File: config.mk
export PLATFORM = sky130hd
export DESIGN_NAME = tw_shift_port
export DESIGN_NICKNAME = d
export VERILOG_FILES = /design/src/rtl/tw_shift_pkg.sv /design/src/rtl/tw_clk_front.sv /design/src/rtl/tw_edge_counter.sv /design/src/rtl/tw_shift_core.sv /design/src/rtl/tw_shift_port.sv
export SDC_FILE = /design/constraint.sdc
export NUM_CORES = 1
export LEC_CHECK = 0
export ABC_AREA = 1
export CAP_MARGIN = 20
export CORE_UTILIZATION = 47
export CTS_CLUSTER_DIAMETER = 200
export CTS_CLUSTER_SIZE = 20
export DETAILED_ROUTE_END_ITERATION = 6
export PLACE_DENSITY = 0.81
export SYNTH_ARGS = -nofsm -noshare
export SYNTH_HDL_FRONTEND = slang
export SYNTH_SLANG_ARGS = --single-unit
File: constraint.sdc
create_clock -name clk -period 1.2 [get_ports clk]
set_clock_uncertainty 0.05 [all_clocks]
set_input_delay 0.12 -clock clk [delete_from_list [all_inputs] [get_ports clk]]
set_output_delay 0.12 -clock clk [all_outputs]
set_load 0.005 [all_outputs]
File: src/rtl/tw_shift_pkg.sv
package tw_shift_pkg;
  localparam logic [1:0] ADDR_DATA = 2'd0;
  localparam logic [1:0] ADDR_BUF  = 2'd1;
  localparam logic [1:0] ADDR_STAT = 2'd2;
  localparam logic [1:0] ADDR_CTRL = 2'd3;

  localparam int CTRL_MODE   = 0;
  localparam int CTRL_SRC    = 1;
  localparam int CTRL_STROBE = 2;

  typedef struct packed {
    logic rise;
    logic fall;
  } clk_edge_t;
endpackage

File: src/rtl/tw_clk_front.sv
module tw_clk_front
  import tw_shift_pkg::*;
#(
  parameter int SYNC_STAGES = 2
) (
  input  logic      clk,
  input  logic      rst_n,
  input  logic      sck_in,
  input  logic      src_sw,
  input  logic      ctrl_wr,
  input  logic      strobe,
  input  logic      idle_lvl,
  output logic      sck_out,
  output clk_edge_t ev
);
  logic [SYNC_STAGES-1:0] sync_q;
  logic                   last_q;
  logic                   soft_q;
  logic                   ext_rise, ext_fall, sw_rise, sw_fall;

  generate
    if (SYNC_STAGES == 1) begin : g_one
      always_ff @(posedge clk or negedge rst_n)
        if (!rst_n) sync_q <= '0;
        else        sync_q <= sck_in;
    end else begin : g_chain
      always_ff @(posedge clk or negedge rst_n)
        if (!rst_n) sync_q <= '0;
        else        sync_q <= {sync_q[SYNC_STAGES-2:0], sck_in};
    end
  endgenerate

  always_ff @(posedge clk or negedge rst_n) begin
    if (!rst_n) begin
      last_q <= 1'b0;
      soft_q <= 1'b0;
    end else begin
      last_q <= sync_q[SYNC_STAGES-1];
      if (ctrl_wr) soft_q <= strobe ? ~soft_q : idle_lvl;
    end
  end

  assign ext_rise = sync_q[SYNC_STAGES-1] & ~last_q;
  assign ext_fall = ~sync_q[SYNC_STAGES-1] & last_q;
  assign sw_rise  = ctrl_wr & strobe & ~soft_q;
  assign sw_fall  = ctrl_wr & strobe & soft_q;

  always_comb begin
    ev.rise = src_sw ? sw_rise : ext_rise;
    ev.fall = src_sw ? sw_fall : ext_fall;
  end

  assign sck_out = soft_q;
endmodule

File: src/rtl/tw_edge_counter.sv
module tw_edge_counter #(
  parameter int CNT_W = 4,
  parameter int EDGES = 16
) (
  input  logic             clk,
  input  logic             rst_n,
  input  logic             step,
  input  logic             load,
  input  logic [CNT_W-1:0] load_val,
  input  logic             flag_clr,
  output logic [CNT_W-1:0] cnt,
  output logic             flag,
  output logic             wrap
);
  localparam logic [CNT_W-1:0] LAST = CNT_W'(EDGES - 1);
  localparam logic [CNT_W-1:0] ONE  = CNT_W'(1);

  assign wrap = step && (cnt == LAST);

  always_ff @(posedge clk or negedge rst_n) begin
    if (!rst_n) begin
      cnt  <= '0;
      flag <= 1'b0;
    end else begin
      if (load)      cnt <= load_val;
      else if (wrap) cnt <= '0;
      else if (step) cnt <= cnt + ONE;
      if (wrap)          flag <= 1'b1;
      else if (flag_clr) flag <= 1'b0;
    end
  end
endmodule

File: src/rtl/tw_shift_core.sv
module tw_shift_core
  import tw_shift_pkg::*;
#(
  parameter int DATA_W = 8
) (
  input  logic              clk,
  input  logic              rst_n,
  input  logic              mode,
  input  clk_edge_t         ev,
  input  logic              sdi,
  input  logic              wr_data,
  input  logic [DATA_W-1:0] wr_val,
  input  logic              wrap,
  output logic [DATA_W-1:0] shreg,
  output logic [DATA_W-1:0] buffer
);
  logic              samp_q;
  logic              sample_edge, shift_edge;
  logic [DATA_W-1:0] shifted, after_edge;

  assign sample_edge = mode ? ev.fall : ev.rise;
  assign shift_edge  = mode ? ev.rise : ev.fall;
  assign shifted     = {shreg[DATA_W-2:0], samp_q};
  assign after_edge  = shift_edge ? shifted : shreg;

  always_ff @(posedge clk or negedge rst_n) begin
    if (!rst_n) begin
      samp_q <= 1'b0;
      shreg  <= '0;
      buffer <= '0;
    end else begin
      if (sample_edge) samp_q <= sdi;
      if (wr_data)         shreg <= wr_val;
      else if (shift_edge) shreg <= shifted;
      if (wrap) buffer <= after_edge;
    end
  end
endmodule

File: src/rtl/tw_shift_port.sv
module tw_shift_port
  import tw_shift_pkg::*;
#(
  parameter int DATA_W      = 8,
  parameter int SYNC_STAGES = 2
) (
  input  logic              clk,
  input  logic              rst_n,
  input  logic              bus_wr,
  input  logic [1:0]        bus_addr,
  input  logic [DATA_W-1:0] bus_wdata,
  output logic [DATA_W-1:0] bus_rdata,
  input  logic              sck_in,
  output logic              sck_out,
  input  logic              sdi,
  output logic              sdo,
  output logic              ovf_flag
);
  localparam int EDGES = 2 * DATA_W;
  localparam int CNT_W = $clog2(EDGES);
  localparam int FLAG_BIT = DATA_W - 1;
  localparam int LOAD_BIT = DATA_W - 2;

  logic              mode_q, src_q;
  logic              wr_data, wr_stat, wr_ctrl;
  logic              cnt_load, flag_clr, wrap;
  logic [CNT_W-1:0]  cnt_q;
  logic [DATA_W-1:0] shreg, buffer;
  clk_edge_t         ev;
  logic              step;

  assign wr_data  = bus_wr && (bus_addr == ADDR_DATA);
  assign wr_stat  = bus_wr && (bus_addr == ADDR_STAT);
  assign wr_ctrl  = bus_wr && (bus_addr == ADDR_CTRL);
  assign cnt_load = wr_stat && bus_wdata[LOAD_BIT];
  assign flag_clr = wr_stat && bus_wdata[FLAG_BIT];
  assign step     = ev.rise | ev.fall;

  always_ff @(posedge clk or negedge rst_n) begin
    if (!rst_n) begin
      mode_q <= 1'b0;
      src_q  <= 1'b0;
    end else if (wr_ctrl) begin
      mode_q <= bus_wdata[CTRL_MODE];
      src_q  <= bus_wdata[CTRL_SRC];
    end
  end

  tw_clk_front #(.SYNC_STAGES(SYNC_STAGES)) u_front (
    .clk      (clk),
    .rst_n    (rst_n),
    .sck_in   (sck_in),
    .src_sw   (src_q),
    .ctrl_wr  (wr_ctrl),
    .strobe   (bus_wdata[CTRL_STROBE]),
    .idle_lvl (bus_wdata[CTRL_MODE]),
    .sck_out  (sck_out),
    .ev       (ev)
  );

  tw_edge_counter #(.CNT_W(CNT_W), .EDGES(EDGES)) u_count (
    .clk      (clk),
    .rst_n    (rst_n),
    .step     (step),
    .load     (cnt_load),
    .load_val (bus_wdata[CNT_W-1:0]),
    .flag_clr (flag_clr),
    .cnt      (cnt_q),
    .flag     (ovf_flag),
    .wrap     (wrap)
  );

  tw_shift_core #(.DATA_W(DATA_W)) u_core (
    .clk     (clk),
    .rst_n   (rst_n),
    .mode    (mode_q),
    .ev      (ev),
    .sdi     (sdi),
    .wr_data (wr_data),
    .wr_val  (bus_wdata),
    .wrap    (wrap),
    .shreg   (shreg),
    .buffer  (buffer)
  );

  assign sdo = shreg[DATA_W-1];

  always_comb begin
    unique case (bus_addr)
      ADDR_DATA: bus_rdata = shreg;
      ADDR_BUF:  bus_rdata = buffer;
      ADDR_STAT: bus_rdata = {ovf_flag, {(DATA_W-1-CNT_W){1'b0}}, cnt_q};
      default:   bus_rdata = {{(DATA_W-2){1'b0}}, src_q, mode_q};
    endcase
  end
endmodule

# Word level (Yosys, flattened, before mapping)

Cells that the tools add are included.

Register bits: 28
Input bits: 15
Memories kept: 0
Memory bits (read-only): 0
Logic and storage cells: 46
Bits in latches: 0
Bits in writable memories: 0

Div/mod/pow operators: 0
$add $sub $neg: 1
Multiply operators: 0
Shifts and indexed selects: 0
Bitwise logic cells: 9
$lt $le $gt $ge: 0
Multiplexer cells: 13
Reduce and logical (&&, ||, !) cells: 9
Equal/unequal tests: 4

Operator list:

| kind                                                 | count |
|---|---|
| case mux 8 bit (3 select lines)                      | 1 |
| 2-to-1 mux 8 bit                                     | 2 |
| 2-to-1 mux 4 bit                                     | 3 |
| 2-to-1 mux 1 bit                                     | 7 |
| logical AND 1 bit                                    | 6 |
| bitwise AND 1 bit                                    | 5 |
| adder 4 x 1 -> 4 bit (second input constant)         | 1 |
| equality test 2 bit (second input constant)          | 2 |
| equality test 4 bit (second input constant)          | 1 |
| NOT 1 bit                                            | 3 |
| nonzero test 3 bit                                   | 1 |
| equality test 2 x 1 -> 1 bit (second input constant) | 1 |
| zero test 2 bit                                      | 1 |
| nonzero test 2 bit                                   | 1 |
| OR 1 bit                                             | 1 |

# Longest topological paths before layout

Gate-level depths: netlist (run 1).

Depth in word-level cells: 9
Depth in mapped cells: 9
Depth with buffers taken out: 9

# By module

A second synthesis (run 1) with hierarchy kept.

Cells, all modules: 212
Area, all modules: 1594.0 um2

By module, submodules not included:

| module          | area an instance (um2) | sequential area each (um2) | cells each | times used |
|---|---|---|---|---|
| tw_shift_core   | 812.0                  | 425.4                      | 105        | 1 |
| tw_shift_port   | 332.8                  | 50.0                       | 54         | 1 |
| tw_edge_counter | 279.0                  | 125.1                      | 33         | 1 |
| tw_clk_front    | 170.2                  | 100.1                      | 20         | 1 |

# Worst setup path after synthesis (run 1)

No wires, ideal clock.

Path type: register -> register
Start point: register u_count.cnt[0]
End point: register u_core.buffer[0]
Clock period less this slack: 1351 ps
Data required time: 1032 ps
Data arrival time: 1184 ps
Path slack: -151 ps
Cell stages (with the launch flop): 9
Path through: dfrtp_1 ha_1 nand2_1 inv_1 nand2_1 a21oi_4 inv_4 nand2_1 nand2_1

Cells in the longest elaborated chain, start to end: 2

Ends and longest elaborated chain:

| what                     | line                  | source |
|---|---|---|
| start: declaration       | tw_edge_counter.sv:11 | `output logic [CNT_W-1:0] cnt,` |
| start signal: assignment | tw_edge_counter.sv:25 | `if (load) cnt <= load_val;` |
| start signal: assignment | tw_edge_counter.sv:27 | `else if (step) cnt <= cnt + ONE;` |
| equality test 4 bit      | tw_edge_counter.sv:18 | `assign wrap = step && (cnt == LAST);` |
| logical AND 1 bit        | tw_edge_counter.sv:18 |  |
| end signal: assignment   | tw_shift_core.sv:35   | `if (wrap) buffer <= after_edge;` |
| end: declaration         | tw_shift_core.sv:15   | `output logic [DATA_W-1:0] buffer` |

Every way passes these cells.
A chain may end at the register's enable or synchronous reset.

# Worst setup path in the final report (run 1)

Start point: register u_front.soft_q (netlist: u_front.sck_out)
End point: register u_core.buffer[0]

Cells in the longest elaborated chain, start to end: 5
Elaborated cells on any way between the ends: 9
Classes of those cells: mux: 4; bitwise: 4; reduce/logical: 1

Ends and longest elaborated chain:

| what                                                  | line                                     | source |
|---|---|---|
| start: declaration                                    | tw_clk_front.sv:18                       | `logic soft_q;` |
| start signal: assignment                              | tw_clk_front.sv:39                       | `if (ctrl_wr) soft_q <= strobe ? ~soft_q : idle_lvl;` |
| NOT 1 bit                                             | tw_clk_front.sv:45                       | `assign sw_rise = ctrl_wr & strobe & ~soft_q;` |
| bitwise AND 1 bit                                     | tw_clk_front.sv:45                       |  |
| 2-to-1 mux 1 bit                                      | tw_clk_front.sv:49                       | `ev.rise = src_sw ? sw_rise : ext_rise;` |
| 2-to-1 mux 1 bit or OR 1 bit (tied branches)          | tw_shift_core.sv:22, tw_shift_port.sv:37 |  |
| 2-to-1 mux 8 bit or logical AND 1 bit (tied branches) | --                                       |  |

Parallel ways exist; a longest one is shown, timed or not.

==> run metrics, run 1 <==
status=finished with violations; failing checks=setup timing; Mapped Cells=201; Antenna Cells=0; leakage dissipation=between 1 and 1.5 nW; Worst path max stage delay=0.45 ns; max-slew violations=0; total track usage=29.25%; Critical path origin=u_front.sck_out; Worst setup SP type=flip-flop; routability cong.=0.8816; Worst setup EP type=flip-flop; first-pass GRT wire length=7.514 mm; synthesized area per cell=7.538 um^2; Max Freq=633.5 MHz; Top Family by Delay on Critical Path=simple AND/OR/NAND/NOR gates; # IOs=26; DP Worst Slack=-0.7147 ns; PortBufs=25; pin count of the biggest net entering global routing=29; iteration count of the initial detailed-routing pass=6; Yosys top cell area share=a little under half; synthesized area=0.001515 mm^2; Worst Path Buf+Inv=3; area leader, netlist=dfrtp_1; worst-skew pair later-pin latency=around 0.32 ns; vias per cell=5.871; core area=roughly 0.003 mm^2; worst path cell trace=nand2_1 -> inv_2 -> nand3_4 -> nand2_4 -> inv_2 -> a21oi_4 -> buf_6 -> nand3_1 -> nand2_1; die height=between 50 and 60 um; Post-synth top cells=66 x nand2_1, 44 x nand3_1, 28 x dfrtp_1; Syn Nets=217; CTS sink cnt=28; RSZ-0062 raised after global routing=yes; hold violation count in the final report=0; Tightest Pin Transition=around 0.42 ns; Vias=1955; post-DR wirelength/cell=18.90 um; Yosys cell types=20; R2R Path Start=u_front.sck_out; CTS Buffer Depth=2; hold slack final=about 0.080 ns; Hold Path Class=input pin to async pin; Setup Crit Path Kind=flip-flop to flip-flop; Root Driver=clkbuf_4; Synth Register Bits=28; Worst EP arrival=1.80 ns; number of global-route vias before repair=1717; Layout Cells excl Fill=around 330; H-tree depth=1; Synth-to-Final Area Change=69.86%; Top FF cell, synth=dfrtp_1; floorplan row count=20; VDD IR max=1.133 mV; initial core utilization=around half; Power Density=1827 mW/mm^2; ratio of final minimum period to clock period=131.5%; Total Die Area=0.003455 mm^2; cts bufs inserted=3; Total Wirelength=6.295 mm; top post-synthesis cells by area=dfrtp_1 46%, nand2_1 16%, nand3_1 15%; hold_buf cts=0; fin crit period=1.579 ns; Initial DRC Count=175; Crit Path Max Fanout=4; Setup-failing EPs final=29; Die W=58.78 um; slew margin rel.=71.81%; remaining global-route overflow=0; ys async rst share=100.0%; TritonCTS clock tree=built; Cells after DPL=312; # DRC=0; Post-synth EDFFs=0; clock-pin slew on the worst setup and hold paths=0.15 ns; layout cells sized above 1=48.44%; initial antenna violation count=0; CP Data Required Time=1.42 ns; top-count cell post-synth=nand2_1; Total Nets Final=307; antenna viol nets, final=0; Yosys warnings=0; Max Cap Viol=0; HPWL after DPL=between 3 and 4 mm; PnR worst setup slack=-0.3785 ns; Slowest-stage cell, CP=dfrtp_1; register area share after synthesis=around 46%
cell usage in the layout (no fill, tap or decap), drive strengths merged, types with 2 or more instances in the layout:
cell and count:
nand2 70, dfrtp 28, inv 25, nand3 46, o211ai 4, buf 71, clkdlybuf4s50 11, nor2 8
clkbuf 3, a21oi 2, nand4 4, clkdlybuf4s15 2, o21ai 10
sequential cells by signal, indices dropped and copies added (netlist names):
| register | cells |
|---|---|
| u_core.shreg | 8 |
| u_core.buffer | 8 |
| u_core.samp_q | 1 |
| u_count.flag | 1 |
| u_front.sck_out | 1 |
| u_count.cnt | 4 |
| u_front.last_q | 1 |
| mode_q | 1 |
| u_front.sync_q | 2 |
| src_q | 1 |
timing repair:
| item | 4_1_cts | 5_1_grt |
|---|---|---|
| gates resized for setup | 79 | 49 |
| endpoints found under the setup margin | 33 | 31 |
| pin swaps | 17 | 18 |
| setup buffers | 12 | 8 |
report_power, final:
group	total, W	switching [W]	internal (W)
Combinational	0.00275	0.00144	0.00131
Sequential	0.00156	0.000241	0.00131
Clock	0.000395	0.000278	0.000118
Total	0.00470	0.00196	0.00275
worst register-to-register path: cells and delay by family (launching register included):
| family | cells | cell delay (ns) |
|---|---|---|
| buffers and inverters | 3 | 0.31 |
| DFF | 1 | 0.45 |
| AOI/OAI and AO/OA | 1 | 0.25 |
| and+or+nand+nor | 5 | 0.48 |
layer usage:
layer | vias to the layer above | GRT usage [%] | part of all wire [%]
li1 | 846 | - | -
met1 | 936 | 36.74 | 37
met2 | 140 | 50.49 | 50
met3 | 33 | 5.055 | 7.6
met4 | 0 | 10.54 | 5.8
met5 | - | 0 | 0
path summary, 6_finish.rpt:
path                                           to  slack [ns]  cells past startpoint
worst min register to register  u_front.sync_q[1]        0.33                      0
max in group asynchronous        u_core.buffer[3]        0.86                      2
worst max-delay path             u_core.buffer[0]       -0.38                      9
worst max register to register   u_core.buffer[0]       -0.38                      9
min in group clk                u_front.sync_q[0]        0.17                      1
worst min-delay path              u_core.shreg[2]        0.08                      2
cell families after synthesis:
| family | after synthesis | share of synthesized area, % |
|---|---|---|
| compound gates | 18 | 7.845 |
| xor+xnor | 1 | 0.5781 |
| fa+ha+maj | 1 | 0.8256 |
| buf+inv | 25 | 6.358 |
| flops | 28 | 46.24 |
| simple gates | 128 | 38.15 |
through the flow:
step	instance area (um^2)	util, %	total power (W)	TNS [ns]
after floorplan	1520	-	0.002379	-1.097
after global placement	2153	70.53	0.003247	-17.62
after detailed placement	2153	70.53	0.003325	-18.88
after CTS	2325	76.15	0.003928	-4.013
after global routing	2574	84.30	0.004920	-8.821
final	2574	84.30	0.004701	-6.812
layout make-up:
type,count,area (um^2)
repair buffers,85,683.2
well taps,44,55.05
multi-input cells,148,1013
fillers,175,479.2
flip-flops and latches,28,700.7
clock buffers,3,22.52
inverters,25,98.84
(Power assumes the default switching activity.)
==> run 2: changes to the inputs <==
- CAP_MARGIN: 20 -> 0
- PLACE_DENSITY: 0.81 -> 0.71
==> run metrics, run 2 (synthesized netlist as in run 1, its figures left out) <==
status=finished with violations; failing checks=setup timing; Largest regs=u_core.buffer (8), u_core.shreg (8), u_count.cnt (4); HPWL after DPL=3.245 mm (+2.4%); initial antenna violation count=0 (unchanged); R2R Path Start=src_q; layout cells sized above 1=52.63% (+4.2 points); Worst setup SP type=flip-flop; PnR worst setup slack=-0.3825 ns (-0.003989 ns); PortBufs=25 (unchanged); hold_buf cts=0 (unchanged); Synth-to-Final Area Change=80.76%; total track usage=31.39% (+2.1 points); Hold Path Class=input pin to async pin; cts bufs inserted=3 (unchanged); Critical path origin=src_q; Cells after DPL=306 (-1.9%); leakage dissipation=1.314 nW (+1.9%); remaining global-route overflow=0 (unchanged); Max Freq=631.9 MHz (-0.25%); Layout Cells excl Fill=329 (-1.2%); reg2reg setup slack=-0.38 ns (about the same); most common cell after layout, fill and taps aside=nand2_1; # IOs=26 (unchanged); Total Wirelength=6.420 mm (+2.0%); iteration count of the initial detailed-routing pass=4 (-2); CP Data Required Time=1.42 ns (about the same); hold violation count in the final report=0 (unchanged); Initial DRC Count=146 (-17%); max-slew violations=0 (unchanged); post-DR wirelength/cell=19.51 um (+3.2%); most frequent cells in the layout=48 x nand2_1, 41 x buf_4, 28 x dfrtp_1; pin count of the biggest net entering global routing=29 (unchanged); Crit Path Max Fanout=5 (+1); worst-skew pair later-pin latency=0.35 ns (+0.03 ns); Vias=1913 (-2.1%); H-tree depth=1 (unchanged); Total Nets Final=302 (-1.6%); CTS sink cnt=28 (unchanged); floorplan row count=20 (unchanged); die height=58.78 um (unchanged); antenna viol nets, final=0 (unchanged); CTS Buffer Depth=2 (unchanged); Setup Crit Path Kind=flip-flop to flip-flop; slew margin rel.=71.07% (-0.74 points); # DRC=0 (unchanged); routability cong.=0.9012 (+2.2%); DP Worst Slack=-0.7638 ns (-0.04911 ns); clock-pin slew on the worst setup and hold paths=0.15 ns (about the same); RSZ-0062 raised after global routing=yes; VDD IR max=1.131 mV (-0.17%); Worst EP arrival=1.80 ns (about the same); Total Die Area=0.003455 mm^2 (unchanged); Power Density=1843 mW/mm^2 (+0.91%); fin crit period=1.583 ns (+0.003989 ns); TritonCTS clock tree=built; Tightest Pin Transition=0.4335 ns (+0.01103 ns); Critical Path End=u_count.flag; Reg2Reg Depth=10 (+1); initial core utilization=49.63% (unchanged); Root Driver=clkbuf_4; first-pass GRT wire length=8.135 mm (+8.3%); Die W=58.78 um (unchanged); Setup-failing EPs final=32 (+10%); core area=0.003053 mm^2 (unchanged); Max Cap Viol=0 (unchanged); vias per cell=5.815 (-0.96%); ratio of final minimum period to clock period=131.9% (+0.33 points); number of global-route vias before repair=1852 (+7.9%); worst reg2reg endpoint=u_count.flag; Antenna Cells=0 (unchanged); overall power=0.005048 W (+7.4%); Worst setup EP type=flip-flop
run 2: cell types whose count changed in the layout (fill, tap and decap cells not counted), sizes merged:
cell,delta
inv,-1
clkdlybuf4s15,-1
clkbuf,+2
clkinv,+1
buf,-5
run 2: cell type report:
class,count,area (um^2)
Clock buffer,4,36.28
Tap cell,44,55.05
Sequential cell,28,700.7
Inverter,25,108.9
Multi-Input combinational cell,148,1139
Timing Repair Buffer,80,699.4
Fill cell,141,314.1
run 2: timing repair:
action / in CTS / in global routing
endpoints found under the setup margin: 33 / 32
hold endpoints to repair: 0 / 0
pin swaps: 11 / 31
gates resized for setup: 86 / 83
setup buffers: 16 / 5
cloned: 1 / 0
run 2: worst min-delay path by stage:
stage          slack [ns]               from                end
2_1_floorplan       -0.23              rst_n             mode_q
3_3_place_gp         0.28  u_front.sync_q[0]  u_front.sync_q[1]
3_5_place_dp         0.30  u_front.sync_q[0]  u_front.sync_q[1]
4_1_cts              0.07              rst_n      u_core.samp_q
5_1_grt              0.06              rst_n   u_core.buffer[1]
6_report             0.06              rst_n      u_core.samp_q
run 2: metal layers:
metal	vias to the layer above	global-route usage, %	wire length (um)
met3	37	3.956	381
met4	0	17.35	357
met5	-	0	0
met2	103	55.03	3280
li1	836	-	-
met1	937	37.03	2400
run 2: metrics by stage:
step / hold slack, ns / utilization (%) / setup TNS (ns) / instance area, um^2
final: 0.05851 / 89.71 / -8.266 / 2739
after global routing: 0.06245 / 89.71 / -10.03 / 2739
after CTS: 0.06956 / 77.25 / -6.221 / 2359
after detailed placement: 0.2958 / 69.47 / -19.91 / 2121
after global placement: 0.2838 / 69.47 / -17.63 / 2121
after floorplan: -0.2256 / - / -1.097 / 1520
run 2: critical path, stage by stage, from the launching register on:
cell,delay (ns)
dfrtp_1,0.43
buf_6,0.14
nand2_2,0.07
inv_2,0.05
nand3_4,0.09
nand2_4,0.07
inv_4,0.08
a21oi_4,0.07
buf_4,0.14
buf_12,0.13
a21o_4,0.17
run 2: where the power goes:
group	switching [W]	internal (W)
clock	0.000302	0.000187
sequential	0.000279	0.00132
combinational	0.00152	0.00145
total	0.00210	0.00295
